===== src/rtl/wws_pkg.sv =====
package wws_pkg;
  localparam int ADDR_W  = 16;
  localparam int HDR_LEN = 11;

  localparam logic [7:0] CMD_COL = 8'h2A;
  localparam logic [7:0] CMD_ROW = 8'h2B;
  localparam logic [7:0] CMD_MEM = 8'h2C;

  typedef enum logic [1:0] {ST_IDLE, ST_HDR, ST_DATA} state_e;

  typedef struct packed {
    logic [ADDR_W-1:0] col_s;
    logic [ADDR_W-1:0] col_e;
    logic [ADDR_W-1:0] row_s;
    logic [ADDR_W-1:0] row_e;
  } win_t;
endpackage


===== src/rtl/wws_window.sv =====
module wws_window
  import wws_pkg::*;
#(
  parameter int COORD_W = 16,
  localparam int CNT_W = 2 * COORD_W + 1
) (
  input  logic [COORD_W-1:0] x1_i,
  input  logic [COORD_W-1:0] x2_i,
  input  logic [COORD_W-1:0] y1_i,
  input  logic [COORD_W-1:0] y2_i,
  output win_t               win_o,
  output logic               empty_o,
  output logic [CNT_W-1:0]   beats_o
);
  localparam logic [COORD_W-1:0] THREE_N = 3;
  localparam logic [COORD_W:0]   THREE_W = 3;

  logic [COORD_W-1:0] col_s;
  logic [COORD_W:0]   x2_up, col_e, span_x;
  logic [COORD_W-1:0] span_y;

  // floor on the left edge, ceil on the right edge
  assign x2_up  = {1'b0, x2_i} + THREE_W - 1'b1;
  assign col_s  = x1_i / THREE_N;
  assign col_e  = x2_up / THREE_W;
  assign span_x = col_e - {1'b0, col_s};
  assign span_y = y2_i - y1_i;

  assign empty_o = (x2_i <= x1_i) || (y2_i <= y1_i);
  assign beats_o = CNT_W'(span_x) * CNT_W'(span_y);

  assign win_o.col_s = ADDR_W'(col_s);
  assign win_o.col_e = ADDR_W'(col_e);
  assign win_o.row_s = ADDR_W'(y1_i);
  assign win_o.row_e = ADDR_W'(y2_i);
endmodule


===== src/rtl/wws_header.sv =====
module wws_header
  import wws_pkg::*;
#(
  localparam int IDX_W = $clog2(HDR_LEN)
) (
  input  logic [IDX_W-1:0] idx_i,
  input  win_t             win_i,
  output logic [7:0]       byte_o,
  output logic             dc_o
);
  logic [ADDR_W-1:0] col_last, row_last;

  assign col_last = win_i.col_e - 1'b1;
  assign row_last = win_i.row_e - 1'b1;

  // end high byte is taken before the decrement, low byte after
  always_comb begin
    dc_o = 1'b1;
    case (int'(idx_i))
      0:  begin byte_o = CMD_COL; dc_o = 1'b0; end
      1:  byte_o = win_i.col_s[15:8];
      2:  byte_o = win_i.col_s[7:0];
      3:  byte_o = win_i.col_e[15:8];
      4:  byte_o = col_last[7:0];
      5:  begin byte_o = CMD_ROW; dc_o = 1'b0; end
      6:  byte_o = win_i.row_s[15:8];
      7:  byte_o = win_i.row_s[7:0];
      8:  byte_o = win_i.row_e[15:8];
      9:  byte_o = row_last[7:0];
      10: begin byte_o = CMD_MEM; dc_o = 1'b0; end
      default: byte_o = 8'h00;
    endcase
  end
endmodule


===== src/rtl/wws_beat_counter.sv =====
module wws_beat_counter #(
  parameter int CNT_W = 33
) (
  input  logic             clk_i,
  input  logic             rst_ni,
  input  logic             load_i,
  input  logic [CNT_W-1:0] load_val_i,
  input  logic             dec_i,
  output logic             last_o
);
  logic [CNT_W-1:0] cnt_q;

  always_ff @(posedge clk_i or negedge rst_ni) begin
    if (!rst_ni)     cnt_q <= '0;
    else if (load_i) cnt_q <= load_val_i;
    else if (dec_i)  cnt_q <= cnt_q - 1'b1;
  end

  assign last_o = (cnt_q == CNT_W'(1));
endmodule


===== src/rtl/wws_top.sv =====
module wws_top
  import wws_pkg::*;
#(
  parameter int COORD_W = 16
) (
  input  logic               clk_i,
  input  logic               rst_ni,
  input  logic               req_valid_i,
  input  logic [COORD_W-1:0] req_x1_i,
  input  logic [COORD_W-1:0] req_x2_i,
  input  logic [COORD_W-1:0] req_y1_i,
  input  logic [COORD_W-1:0] req_y2_i,
  output logic               busy_o,
  input  logic               px_valid_i,
  input  logic [7:0]         px_data_i,
  output logic               px_ready_o,
  output logic               out_valid_o,
  output logic [7:0]         out_byte_o,
  output logic               out_dc_o,
  input  logic               out_ready_i,
  output logic               done_o
);
  localparam int CNT_W = 2 * COORD_W + 1;
  localparam int IDX_W = $clog2(HDR_LEN);
  localparam logic [IDX_W-1:0] IDX_LAST = IDX_W'(HDR_LEN - 1);

  state_e           state_q;
  logic [IDX_W-1:0] idx_q;
  win_t             win_q, win_d;
  logic             done_q;
  logic             empty_d, accept, data_fire, last_beat;
  logic [CNT_W-1:0] beats_d;
  logic [7:0]       hdr_byte;
  logic             hdr_dc;

  wws_window #(.COORD_W(COORD_W)) u_window (
    .x1_i   (req_x1_i),
    .x2_i   (req_x2_i),
    .y1_i   (req_y1_i),
    .y2_i   (req_y2_i),
    .win_o  (win_d),
    .empty_o(empty_d),
    .beats_o(beats_d)
  );

  wws_header u_header (
    .idx_i (idx_q),
    .win_i (win_q),
    .byte_o(hdr_byte),
    .dc_o  (hdr_dc)
  );

  assign accept    = (state_q == ST_IDLE) && req_valid_i;
  assign data_fire = (state_q == ST_DATA) && px_valid_i && out_ready_i;

  wws_beat_counter #(.CNT_W(CNT_W)) u_beats (
    .clk_i     (clk_i),
    .rst_ni    (rst_ni),
    .load_i    (accept && !empty_d),
    .load_val_i(beats_d),
    .dec_i     (data_fire),
    .last_o    (last_beat)
  );

  always_ff @(posedge clk_i or negedge rst_ni) begin
    if (!rst_ni) begin
      state_q <= ST_IDLE;
      idx_q   <= '0;
      win_q   <= '0;
      done_q  <= 1'b0;
    end else begin
      done_q <= 1'b0;
      unique case (state_q)
        ST_IDLE: if (req_valid_i) begin
          if (empty_d) begin
            done_q <= 1'b1;
          end else begin
            win_q   <= win_d;
            idx_q   <= '0;
            state_q <= ST_HDR;
          end
        end
        ST_HDR: if (out_ready_i) begin
          if (idx_q == IDX_LAST) state_q <= ST_DATA;
          else                   idx_q   <= idx_q + 1'b1;
        end
        ST_DATA: if (data_fire && last_beat) begin
          state_q <= ST_IDLE;
          done_q  <= 1'b1;
        end
        default: state_q <= ST_IDLE;
      endcase
    end
  end

  always_comb begin
    out_valid_o = 1'b0;
    out_byte_o  = 8'h00;
    out_dc_o    = 1'b0;
    case (state_q)
      ST_HDR: begin
        out_valid_o = 1'b1;
        out_byte_o  = hdr_byte;
        out_dc_o    = hdr_dc;
      end
      ST_DATA: begin
        out_valid_o = px_valid_i;
        out_byte_o  = px_data_i;
        out_dc_o    = 1'b1;
      end
      default: ;
    endcase
  end

  assign px_ready_o = (state_q == ST_DATA) && out_ready_i;
  assign busy_o     = (state_q != ST_IDLE);
  assign done_o     = done_q;
endmodule


===== config.mk =====
export PLATFORM = sky130hd
export DESIGN_NAME = wws_top
export DESIGN_NICKNAME = d
export VERILOG_FILES = /design/src/rtl/wws_pkg.sv /design/src/rtl/wws_window.sv /design/src/rtl/wws_header.sv /design/src/rtl/wws_beat_counter.sv /design/src/rtl/wws_top.sv
export SDC_FILE = /design/constraint.sdc
export NUM_CORES = 1
export LEC_CHECK = 0
export ABC_AREA = 1
export BUFFER_PORTS_ARGS = -buffer_cell sky130_fd_sc_hd__buf_2
export CAP_MARGIN = 10
export CELL_PAD_IN_SITES_DETAIL_PLACEMENT = 1
export CELL_PAD_IN_SITES_GLOBAL_PLACEMENT = 2
export CORE_ASPECT_RATIO = 2
export CORE_UTILIZATION = 33
export CTS_CLUSTER_DIAMETER = 60
export DETAILED_ROUTE_END_ITERATION = 7
export HOLD_SLACK_MARGIN = 0.02
export PLACE_DENSITY = 0.77
export SYNTH_ARGS = -nofsm -noshare
export SYNTH_HDL_FRONTEND = slang
export SYNTH_SLANG_ARGS = --single-unit
export TNS_END_PERCENT = 30

===== constraint.sdc =====
create_clock -name clk_i -period 2.7 [get_ports clk_i]
set_input_delay 0.27 -clock clk_i [delete_from_list [all_inputs] [get_ports clk_i]]
set_output_delay 0.27 -clock clk_i [all_outputs]
set_load 0.1 [all_outputs]

==> results of run 1 <==
[registers in the layout (all words and copies together) (netlist names)]
register,cells
done_o,1
idx_q,4
state_q,2
u_beats.cnt_q,33
win_q,63
[what timing repair did]
item,in CTS,in global routing
gates cloned,9,1
buffers inserted,99,84
pin swaps,171,171
setup endpoints to repair,111,110
gates resized for setup,360,334
endpoints found under the hold margin,37,0
hold buffers,1,0
[critical path: cells and delay by family]
kind            cells  cell delay [ns]
simple gates       95            10.32
fa+ha+maj          11             3.98
xor+xnor            2             0.43
compound gates     17             2.16
buf+inv            43             4.05
[layer usage]
metal | up-vias | wire (um) | share of wire [%]
met4 | 2 | 11900 | 10
met2 | 725 | 65200 | 57
met1 | 13744 | 34300 | 30
li1 | 13108 | - | -
met3 | 458 | 2790 | 2.4
met5 | - | 13 | 0.011
[cell usage in the layout, fill, tap and decap left out, types with 19 or more instances in the layout]
cell type,count
o21ai_1,60
ha_1,137
nor2_4,81
inv_2,66
xnor2_1,20
nand3_1,169
buf_2,75
nand3_2,65
a21oi_2,36
buf_4,909
fa_1,203
buf_12,42
nand2_4,88
nand2_1,738
dfrtp_1,103
nand2_2,179
nor2_2,45
xor2_1,55
ha_4,29
buf_6,74
a21oi_1,65
nand3_4,49
nand4_1,64
o21ai_2,19
inv_1,573
o21ai_0,83
nor2_1,290
[logic make-up after synthesis]
group | count (synthesis) | synth area share [%]
buffers and inverters | 737 | 12.5
adders and majority gates | 380 | 26.8
and+or+nand+nor | 1842 | 37.3
xor gates and xnor gates | 99 | 3.68
DFF | 103 | 10.9
muxes | 1 | 0.0424
AOI/OAI and AO/OA | 357 | 8.70
[cell usage after synthesis (12+ instances only)]
cell type / instances
o21ai_0: 151
nand3b_1: 13
nor2_2: 44
a221oi_1: 12
nand3_1: 235
clkbuf_1: 46
inv_1: 628
a21oi_1: 107
nand4_1: 64
nand3_2: 33
nand2_2: 118
nor3_1: 18
nand3_4: 12
nand2_1: 871
nand2_4: 24
inv_2: 22
or2_2: 22
clkinv_1: 16
fa_1: 210
xnor2_1: 27
nor2_1: 341
xor2_1: 72
o21ai_1: 13
nor2_4: 31
dfrtp_1: 103
ha_1: 170
[how the worst max path moves through the flow]
| stage | startpoint | end |
|---|---|---|
| floorplan | req_x2_i[2] | u_beats.cnt_q[32] |
| global placement | req_x2_i[2] | u_beats.cnt_q[32] |
| detailed placement | req_x2_i[2] | u_beats.cnt_q[32] |
| CTS | req_x2_i[1] | u_beats.cnt_q[32] |
| global route | req_x2_i[1] | u_beats.cnt_q[32] |
| finish | req_x2_i[1] | u_beats.cnt_q[32] |
[per-stage QoR]
| stage | cells | area, um2 | utilization [%] |
|---|---|---|---|
| 2_1_floorplan | 3519 | 24300 | - |
| 5_1_grt | 5501 | 36800 | 51.9 |
| 6_report | 5504 | 36800 | 51.9 |
| 4_1_cts | 5421 | 34700 | 49.1 |
| 3_3_place_gp | 5300 | 32200 | 45.5 |
| 3_5_place_dp | 5300 | 32200 | 45.5 |
[final cells by class]
| cell class | instances | area share [%] |
|---|---|---|
| diodes | 5 | 0.0340 |
| clock buffers | 10 | 0.623 |
| inverters | 671 | 7.06 |
| well taps | 910 | 3.10 |
| repair buffers | 1111 | 24.6 |
| clock inverters | 6 | 0.167 |
| flip-flops and latches | 103 | 7.01 |
| multi-input cells | 2688 | 57.4 |
==> results.sh, run 1 <==
export IMPL_outcome="finished, violations left"
export IMPL_violations="negative setup slack"
export IMPL_grt_ovfl_total=0
export IMPL_multi_input_area_um2=21100
export IMPL_nNetsFinal=5041
export IMPL_cts_made_buffers=9
export IMPL_dp_slack_ns=-19.31
export IMPL_synth_ff_type="dfrtp_1"
export IMPL_cts_path_max_buffers=2
export IMPL_syn_num_nets=3976
export IMPL_worst_setup_path_type="input pin to flip-flop"
export IMPL_routed_wl_um=114000
export IMPL_synth_seq_cells=103
export IMPL_worstSetupEndpointType="flip-flop"
export IMPL_cp_max_fo=8
export IMPL_vias=28037
export IMPL_die_x_um=191
export IMPL_reg2reg_to="u_beats.cnt_q[30]"
export IMPL_r2r_setup_slack_ns=0.04
export IMPL_synth_area_leaders="fa_1, nand2_1, dfrtp_1"
export IMPL_design_core_area_um2=70800
export IMPL_relSlewSlack_pct=58.7
export IMPL_grt_max_degree=104
export IMPL_num_rows=138
export IMPL_tns_ns=-619.29
export IMPL_synthToLayoutAreaGrowth_pct=56.0
export IMPL_grt_use_met1_pct=25.5
export IMPL_gp_congestion=0.931
export IMPL_grt_pass1_vias=30778
export IMPL_ys_seq_area_share_pct=10.9
export IMPL_slowest_delay_ns=0.52
export IMPL_setup_viol=81
export IMPL_dr_pass1_iters=5
export IMPL_syn_inst=3519
export IMPL_grt_antenna_before_repair=5
export IMPL_drive_above_1_share_pct=41.9
export IMPL_path_clk_slew_ns=0.07
export IMPL_portBuffers=89
export IMPL_via_per_inst=5.09
export IMPL_chipHeight_um=380
export IMPL_use_met3_pct=2.49
export IMPL_track_usage_pct=30.5
export IMPL_nFillCells=8934
export IMPL_synthArstFlopShare_pct=100
export IMPL_die_area_um2=72600
export IMPL_holdWs_ns=0.184
export IMPL_cts_htree_levels=3
export IMPL_insertion_delay_ns=0.37
export IMPL_cp_common_cell="nand2_2"
export IMPL_cts_tree="built"
export IMPL_grt_pass1_wl_um=167000
export IMPL_crit_slowest_cell="fa_1"
export IMPL_root_buffer="clkbuf_16"
export IMPL_slew_violations=0
export IMPL_synth_warnings=0
export IMPL_required_ns=2.96
export IMPL_max_freq_mhz=47.6
export IMPL_hold_viol_final=0
export IMPL_initial_core_util_pct=33.3
export IMPL_postRouteAntennaNets=0
export IMPL_worstHoldEndpoint="win_q[5]"
export IMPL_io_pins=90
export IMPL_wire_per_inst_um=20.8
export IMPL_grt_use_met2_pct=61.6
export IMPL_r2r_start="u_beats.cnt_q[0]"
export IMPL_period_share_pct=778
export IMPL_synth_top_area_share_pct=17.8
export IMPL_min_delay_start="req_y2_i[5]"
export IMPL_layout_setup_ws_ns=-18.31
export IMPL_cp_arrival_ns=21.27
export IMPL_whs_path_depth=3
export IMPL_hp_class="input pin to flip-flop"
export IMPL_drv_cap=0
export IMPL_dr_first_iter_drc_count=845
export IMPL_clock_sinks=103
export IMPL_start_kind="input pin"
export IMPL_synth_edff_count=0
export IMPL_synth_top_area_cell="fa_1"
export IMPL_syn_area_um2=23600
export IMPL_avgSynthCellArea_um2=6.70
export IMPL_rsz0062_at_grt="true"
export IMPL_worst_slew_pin_slew_ns=0.619
export IMPL_place_hpwl_um=92500
export IMPL_synthDistinctLibCells=66
export IMPL_reg2regPathDepth=15
export IMPL_period_needed_ns=21.01
export IMPL_ff_latch_area_um2=2580
export IMPL_drc=0
export IMPL_skew_ns=0.0130
export IMPL_grt_busiest_layer="met2"
Power of run 1 is left out: the tool's default activity adds up to more than one toggle a clock period on the data nets, which glitch-free logic cannot reach.
==> run 2, diff against run 1 <==
--- a/config.mk
+++ b/config.mk
@@ -11,12 +11,13 @@
 export CELL_PAD_IN_SITES_DETAIL_PLACEMENT = 1
 export CELL_PAD_IN_SITES_GLOBAL_PLACEMENT = 2
 export CORE_ASPECT_RATIO = 2
-export CORE_UTILIZATION = 33
+export CORE_UTILIZATION = 34
 export CTS_CLUSTER_DIAMETER = 60
 export DETAILED_ROUTE_END_ITERATION = 7
 export HOLD_SLACK_MARGIN = 0.02
-export PLACE_DENSITY = 0.77
+export PLACE_DENSITY = 0.78
 export SYNTH_ARGS = -nofsm -noshare
 export SYNTH_HDL_FRONTEND = slang
+export SYNTH_HIERARCHICAL = 1
 export SYNTH_SLANG_ARGS = --single-unit
 export TNS_END_PERCENT = 30
==> results.sh, run 2 <==
export IMPL_hold_viol_final=0
export IMPL_dp_slack_ns=-16.15
export IMPL_synthArstFlopShare_pct=100
export IMPL_relSlewSlack_pct=61.1
export IMPL_syn_inst=3206
export IMPL_path_clk_slew_ns=0.08
export IMPL_syn_area_um2=22100
export IMPL_cts_htree_levels=3
export IMPL_regMostFlops="win_q"
export IMPL_synthToLayoutAreaGrowth_pct=49.8
export IMPL_insertion_delay_ns=0.40
export IMPL_max_freq_mhz=55.4
export IMPL_clock_sinks=104
export IMPL_place_hpwl_um=83600
export IMPL_grt_use_met1_pct=24.8
export IMPL_slowest_delay_ns=0.58
export IMPL_layout_setup_ws_ns=-15.36
export IMPL_grt_pass1_vias=28417
export IMPL_synth_top_area_share_pct=19.0
export IMPL_cp_arrival_ns=18.35
export IMPL_violations="negative setup slack"
export IMPL_portBuffers=89
export IMPL_synth_ff_type="dfrtp_1"
export IMPL_grt_antenna_before_repair=13
export IMPL_die_area_um2=66100
export IMPL_synth_warnings=6
export IMPL_routed_wl_um=103000
export IMPL_skew_ns=0.0167
export IMPL_wire_per_inst_um=20.7
export IMPL_cp_common_cell="nand2_4"
export IMPL_via_per_inst=4.98
export IMPL_grt_use_met2_pct=64.9
export IMPL_gp_congestion=0.970
export IMPL_num_rows=131
export IMPL_synthDistinctLibCells=70
export IMPL_synth_edff_count=0
export IMPL_largest_register_ffs=64
export IMPL_drc=0
export IMPL_synth_most_common_cell="nand2_1"
export IMPL_cp_max_fo=8
export IMPL_avgSynthCellArea_um2=6.89
export IMPL_dr_pass1_iters=5
export IMPL_synth_seq_cells=104
export IMPL_crit_slowest_cell="fa_2"
export IMPL_cts_tree="built"
export IMPL_ys_seq_area_share_pct=11.8
export IMPL_required_ns=2.99
export IMPL_setup_viol=93
export IMPL_drive_above_1_share_pct=40.6
export IMPL_initial_core_util_pct=34.5
export IMPL_slew_violations=0
export IMPL_grt_busiest_layer="met2"
export IMPL_worstSetupEndpointType="flip-flop"
export IMPL_nNetsFinal=4562
export IMPL_start_kind="input pin"
export IMPL_track_usage_pct=30.5
export IMPL_vias=24799
export IMPL_postRouteAntennaNets=0
export IMPL_grt_max_degree=45
export IMPL_grt_ovfl_total=0
export IMPL_cts_path_max_buffers=2
export IMPL_die_x_um=182
export IMPL_syn_num_nets=3661
export IMPL_rsz0062_at_grt="true"
export IMPL_synth_common_cells="nand2_1, inv_1, nor2_1"
export IMPL_outcome="finished, violations left"
export IMPL_worst_setup_path_type="input pin to flip-flop"
export IMPL_mostFrequentLayoutCells="nand2_1, buf_4, inv_1"
export IMPL_final_common_cell="nand2_1"
export IMPL_io_pins=90
export IMPL_worst_slew_pin_slew_ns=0.584
export IMPL_use_met3_pct=3.30
export IMPL_period_needed_ns=18.06
export IMPL_synth_area_leaders="fa_1, nand2_1, dfrtp_1"
export IMPL_dr_first_iter_drc_count=710
export IMPL_hp_class="input pin to flip-flop"
export IMPL_drv_cap=0
export IMPL_reg_top3="win_q x64, u_beats/cnt_q x33, idx_q x4"
export IMPL_tns_ns=-500.26
export IMPL_period_share_pct=669
export IMPL_cts_made_buffers=9
export IMPL_grt_pass1_wl_um=153000
export IMPL_design_core_area_um2=64100
export IMPL_synth_top_area_cell="fa_1"
export IMPL_chipHeight_um=363
export IMPL_root_buffer="clkbuf_16"
[run 2: cell count changes in the layout (fill, tap and decap cells not counted), moves of 19 or more]
cell     change
o21ai_1     -39
inv_1       -66
nand3_1     -56
nor2_4      -35
nand2_2     -43
o21ai_0     -53
nand2_1     +66
xor2_1      -19
buf_4      -136
[run 2: area by class of cell]
class,instances,area (um2)
timing repair buffer,972,7830
inverter,608,2350
clock buffer,10,239
multi-input combinational,2412,18900
tap,864,1080
fill,8038,31000
sequential,104,2610
clock inverter,6,81.3
antenna,1,2.50
[run 2: stage by stage]
step / instances / area, um2 / hold slack (ns) / utilization [%]
detailed placement: 4755 / 28800 / 0.306 / 45.0
finish: 4977 / 33100 / 0.0896 / 51.7
global route: 4976 / 33100 / 0.101 / 51.7
floorplan: 3206 / 22500 / -0.0256 / -
global placement: 4755 / 28800 / 0.300 / 45.0
CTS: 4903 / 31700 / 0.0737 / 49.5
[run 2: worst paths after layout]
kind / startpoint / endpoint / slack [ns] / cells past startpoint
setup / recovery: req_x2_i[4] / u_beats/cnt_q[30] / -15.36 / 125
hold / removal: req_y1_i[15] / win_q[31] / 0.09 / 3
setup reg to reg: state_q[0] / u_beats/cnt_q[32] / 0.38 / 9
hold reg to reg: win_q[33] / win_q[33] / 0.49 / 2
max in group asynchronous: rst_ni / u_beats/cnt_q[25] / 1.51 / 3
min in group asynchronous: rst_ni / win_q[2] / 0.41 / 2
[run 2: kinds of logic (layout without fill, tap and decap cells)]
group	count (synthesis)	in the layout	synth area share (%)
other cells	1	2	0.0170
flops	104	104	11.8
buf+inv	697	1596	13.1
simple gates	1717	1724	37.0
xor+xnor	70	70	2.89
fa+ha+maj	378	378	28.5
compound gates	239	239	6.67
[run 2: per-layer routing]
metal	routed length [um]	share of wire (%)
met1	30700	30
met2	60600	59
met3	2910	2.8
met4	8840	8.6
met5	163	0.16
[run 2: worst max-delay path: cells and delay by family]
family,cells,cell delay [ns]
AND/OR/NAND/NOR,75,8.72
adder cells (fa/ha/maj),10,4.05
buffers and inverters,24,2.82
AO/OA/AOI/OAI,15,2.25
XOR/XNOR,1,0.21
[run 2: timing repair]
item	in CTS	in global routing
resized for setup	376	228
hold buffers	1	0
cloned	7	0
setup endpoints to repair	112	112
setup buffers	133	82
pin swaps	201	194
hold endpoints to repair	38	0
Power of run 2 is left out for the same reason.
==> run 3, diff against run 2 <==
--- a/config.mk
+++ b/config.mk
@@ -16,6 +16,7 @@
 export DETAILED_ROUTE_END_ITERATION = 7
 export HOLD_SLACK_MARGIN = 0.02
 export PLACE_DENSITY = 0.78
+export REMOVE_ABC_BUFFERS = 1
 export SYNTH_ARGS = -nofsm -noshare
 export SYNTH_HDL_FRONTEND = slang
 export SYNTH_HIERARCHICAL = 1
==> results.sh, run 3 (synthesized netlist as in run 2, its figures left out) <==
export IMPL_outcome="finished, violations left"
export IMPL_violations="negative setup slack"
export IMPL_gp_congestion=0.994
export IMPL_grt_max_degree=51
export IMPL_via_per_inst=5.06
export IMPL_largest_register_ffs=64
export IMPL_grt_ovfl_total=0
export IMPL_cp_common_cell="nand2_2"
export IMPL_routed_wl_um=104000
export IMPL_design_core_area_um2=64100
export IMPL_setup_viol=106
export IMPL_worst_slew_pin_slew_ns=0.719
export IMPL_required_ns=2.96
export IMPL_reg_top3="win_q x64, u_beats/cnt_q x33, idx_q x4"
export IMPL_crit_slowest_cell="fa_1"
export IMPL_max_freq_mhz=55.6
export IMPL_io_pins=90
export IMPL_mostFrequentLayoutCells="nand2_1, buf_4, inv_1"
export IMPL_drive_above_1_share_pct=40.0
export IMPL_whs_path_depth=3
export IMPL_vias=24840
export IMPL_grt_antenna_before_repair=10
export IMPL_worstSetupEndpointType="flip-flop"
export IMPL_relSlewSlack_pct=52.0
export IMPL_die_x_um=182
export IMPL_r2r_setup_slack_ns=0.41
export IMPL_num_rows=131
export IMPL_period_share_pct=666
export IMPL_postRouteAntennaNets=0
export IMPL_slowest_delay_ns=0.56
export IMPL_drv_cap=0
export IMPL_hp_class="input pin to flip-flop"
export IMPL_reg2reg_to="state_q[1]"
export IMPL_grt_pass1_wl_um=153000
export IMPL_dr_first_iter_drc_count=855
export IMPL_final_common_cell="nand2_1"
export IMPL_cts_tree="built"
export IMPL_multi_input_area_um2=19100
export IMPL_track_usage_pct=30.6
export IMPL_path_clk_slew_ns=0.08
export IMPL_drc=0
export IMPL_reg2regPathDepth=11
export IMPL_layout_setup_ws_ns=-15.28
export IMPL_period_needed_ns=17.98
export IMPL_portBuffers=89
export IMPL_r2r_start="u_beats/cnt_q[17]"
export IMPL_place_hpwl_um=84200
export IMPL_slew_violations=0
export IMPL_root_buffer="clkbuf_16"
export IMPL_insertion_delay_ns=0.37
export IMPL_die_area_um2=66100
export IMPL_wire_per_inst_um=21.1
export IMPL_design_area_um2=32800
export IMPL_start_kind="input pin"
export IMPL_cts_htree_levels=3
export IMPL_initial_core_util_pct=34.5
export IMPL_chipHeight_um=363
export IMPL_cp_arrival_ns=18.24
export IMPL_synthToLayoutAreaGrowth_pct=48.5
export IMPL_rsz0062_at_grt="true"
export IMPL_nFillCells=8052
export IMPL_worstHoldEndpoint="win_q[27]"
export IMPL_nNetsFinal=4499
export IMPL_ff_latch_area_um2=2610
export IMPL_worst_setup_path_type="input pin to flip-flop"
export IMPL_placed_area_um2=28600
export IMPL_skew_ns=0.00806
export IMPL_min_delay_start="req_y1_i[11]"
export IMPL_grt_pass1_vias=28401
export IMPL_cts_made_buffers=9
export IMPL_clock_sinks=104
export IMPL_cp_max_fo=7
export IMPL_dr_pass1_iters=7
export IMPL_hold_viol_final=0
export IMPL_cts_path_max_buffers=2
export IMPL_regMostFlops="win_q"
## run 3: changes by cell type in the layout (fill, tap and decap cells not counted), moves of 8 or more
cell / change
buf_4: -51
buf_6: -11
nand2_2: +11
nand2_4: -8
## run 3: how the worst max path moves through the flow
stage	cells after the start	slack, ns	endpoint	from
2_1_floorplan	121	-15.15	u_beats/cnt_q[31]	req_x2_i[1]
3_3_place_gp	127	-16.46	u_beats/cnt_q[31]	req_x2_i[1]
3_5_place_dp	125	-17.18	u_beats/cnt_q[31]	req_x2_i[1]
4_1_cts	119	-15.07	u_beats/cnt_q[31]	req_x2_i[2]
5_1_grt	133	-16.02	u_beats/cnt_q[30]	req_x2_i[2]
6_report	133	-15.28	u_beats/cnt_q[30]	req_x2_i[2]
## run 3: worst max-delay path, delay by kind of cell
kind	cells	cell delay (ns)
simple gates	82	8.93
buf+inv	22	2.26
fa+ha+maj	11	4.19
xor+xnor	2	0.32
compound gates	16	2.16
## run 3: area by class of cell
class | count | share of cell area, %
multi-input combinational | 2409 | 58.1
timing repair buffer | 912 | 22.6
sequential | 104 | 7.95
antenna | 1 | 0.00763
inverter | 608 | 7.19
clock inverter | 5 | 0.172
tap | 864 | 3.29
clock buffer | 10 | 0.698
## run 3: routing by layer
| layer | vias up | routed length (um) | global-route usage, % |
|---|---|---|---|
| met5 | - | 78 | 0 |
| met4 | 14 | 11000 | 27.1 |
| met3 | 427 | 2930 | 3.42 |
| met2 | 594 | 59300 | 62.9 |
| met1 | 12311 | 30400 | 24.6 |
| li1 | 11494 | - | - |
## run 3: timing repair
item,4_1_cts,5_1_grt
hold endpoints to repair,48,0
buffers inserted,92,74
cloned,4,0
hold buffers,1,0
endpoints found under the setup margin,112,111
pin swaps,189,231
gates resized for setup,471,246
## run 3: through the flow
step                instances  util, %  setup WS (ns)  TNS [ns]  hold WS, ns
floorplan                3117        -         -15.15   -524.71      -0.0256
global placement         4764     44.6         -16.46   -574.06        0.351
detailed placement       4764     44.6         -17.18   -611.09        0.363
CTS                      4864     49.1         -15.07   -498.29        0.119
global route             4913     51.2         -16.02   -549.54        0.143
finish                   4913     51.2         -15.28   -509.18        0.133
Power of run 3 is left out for the same reason.
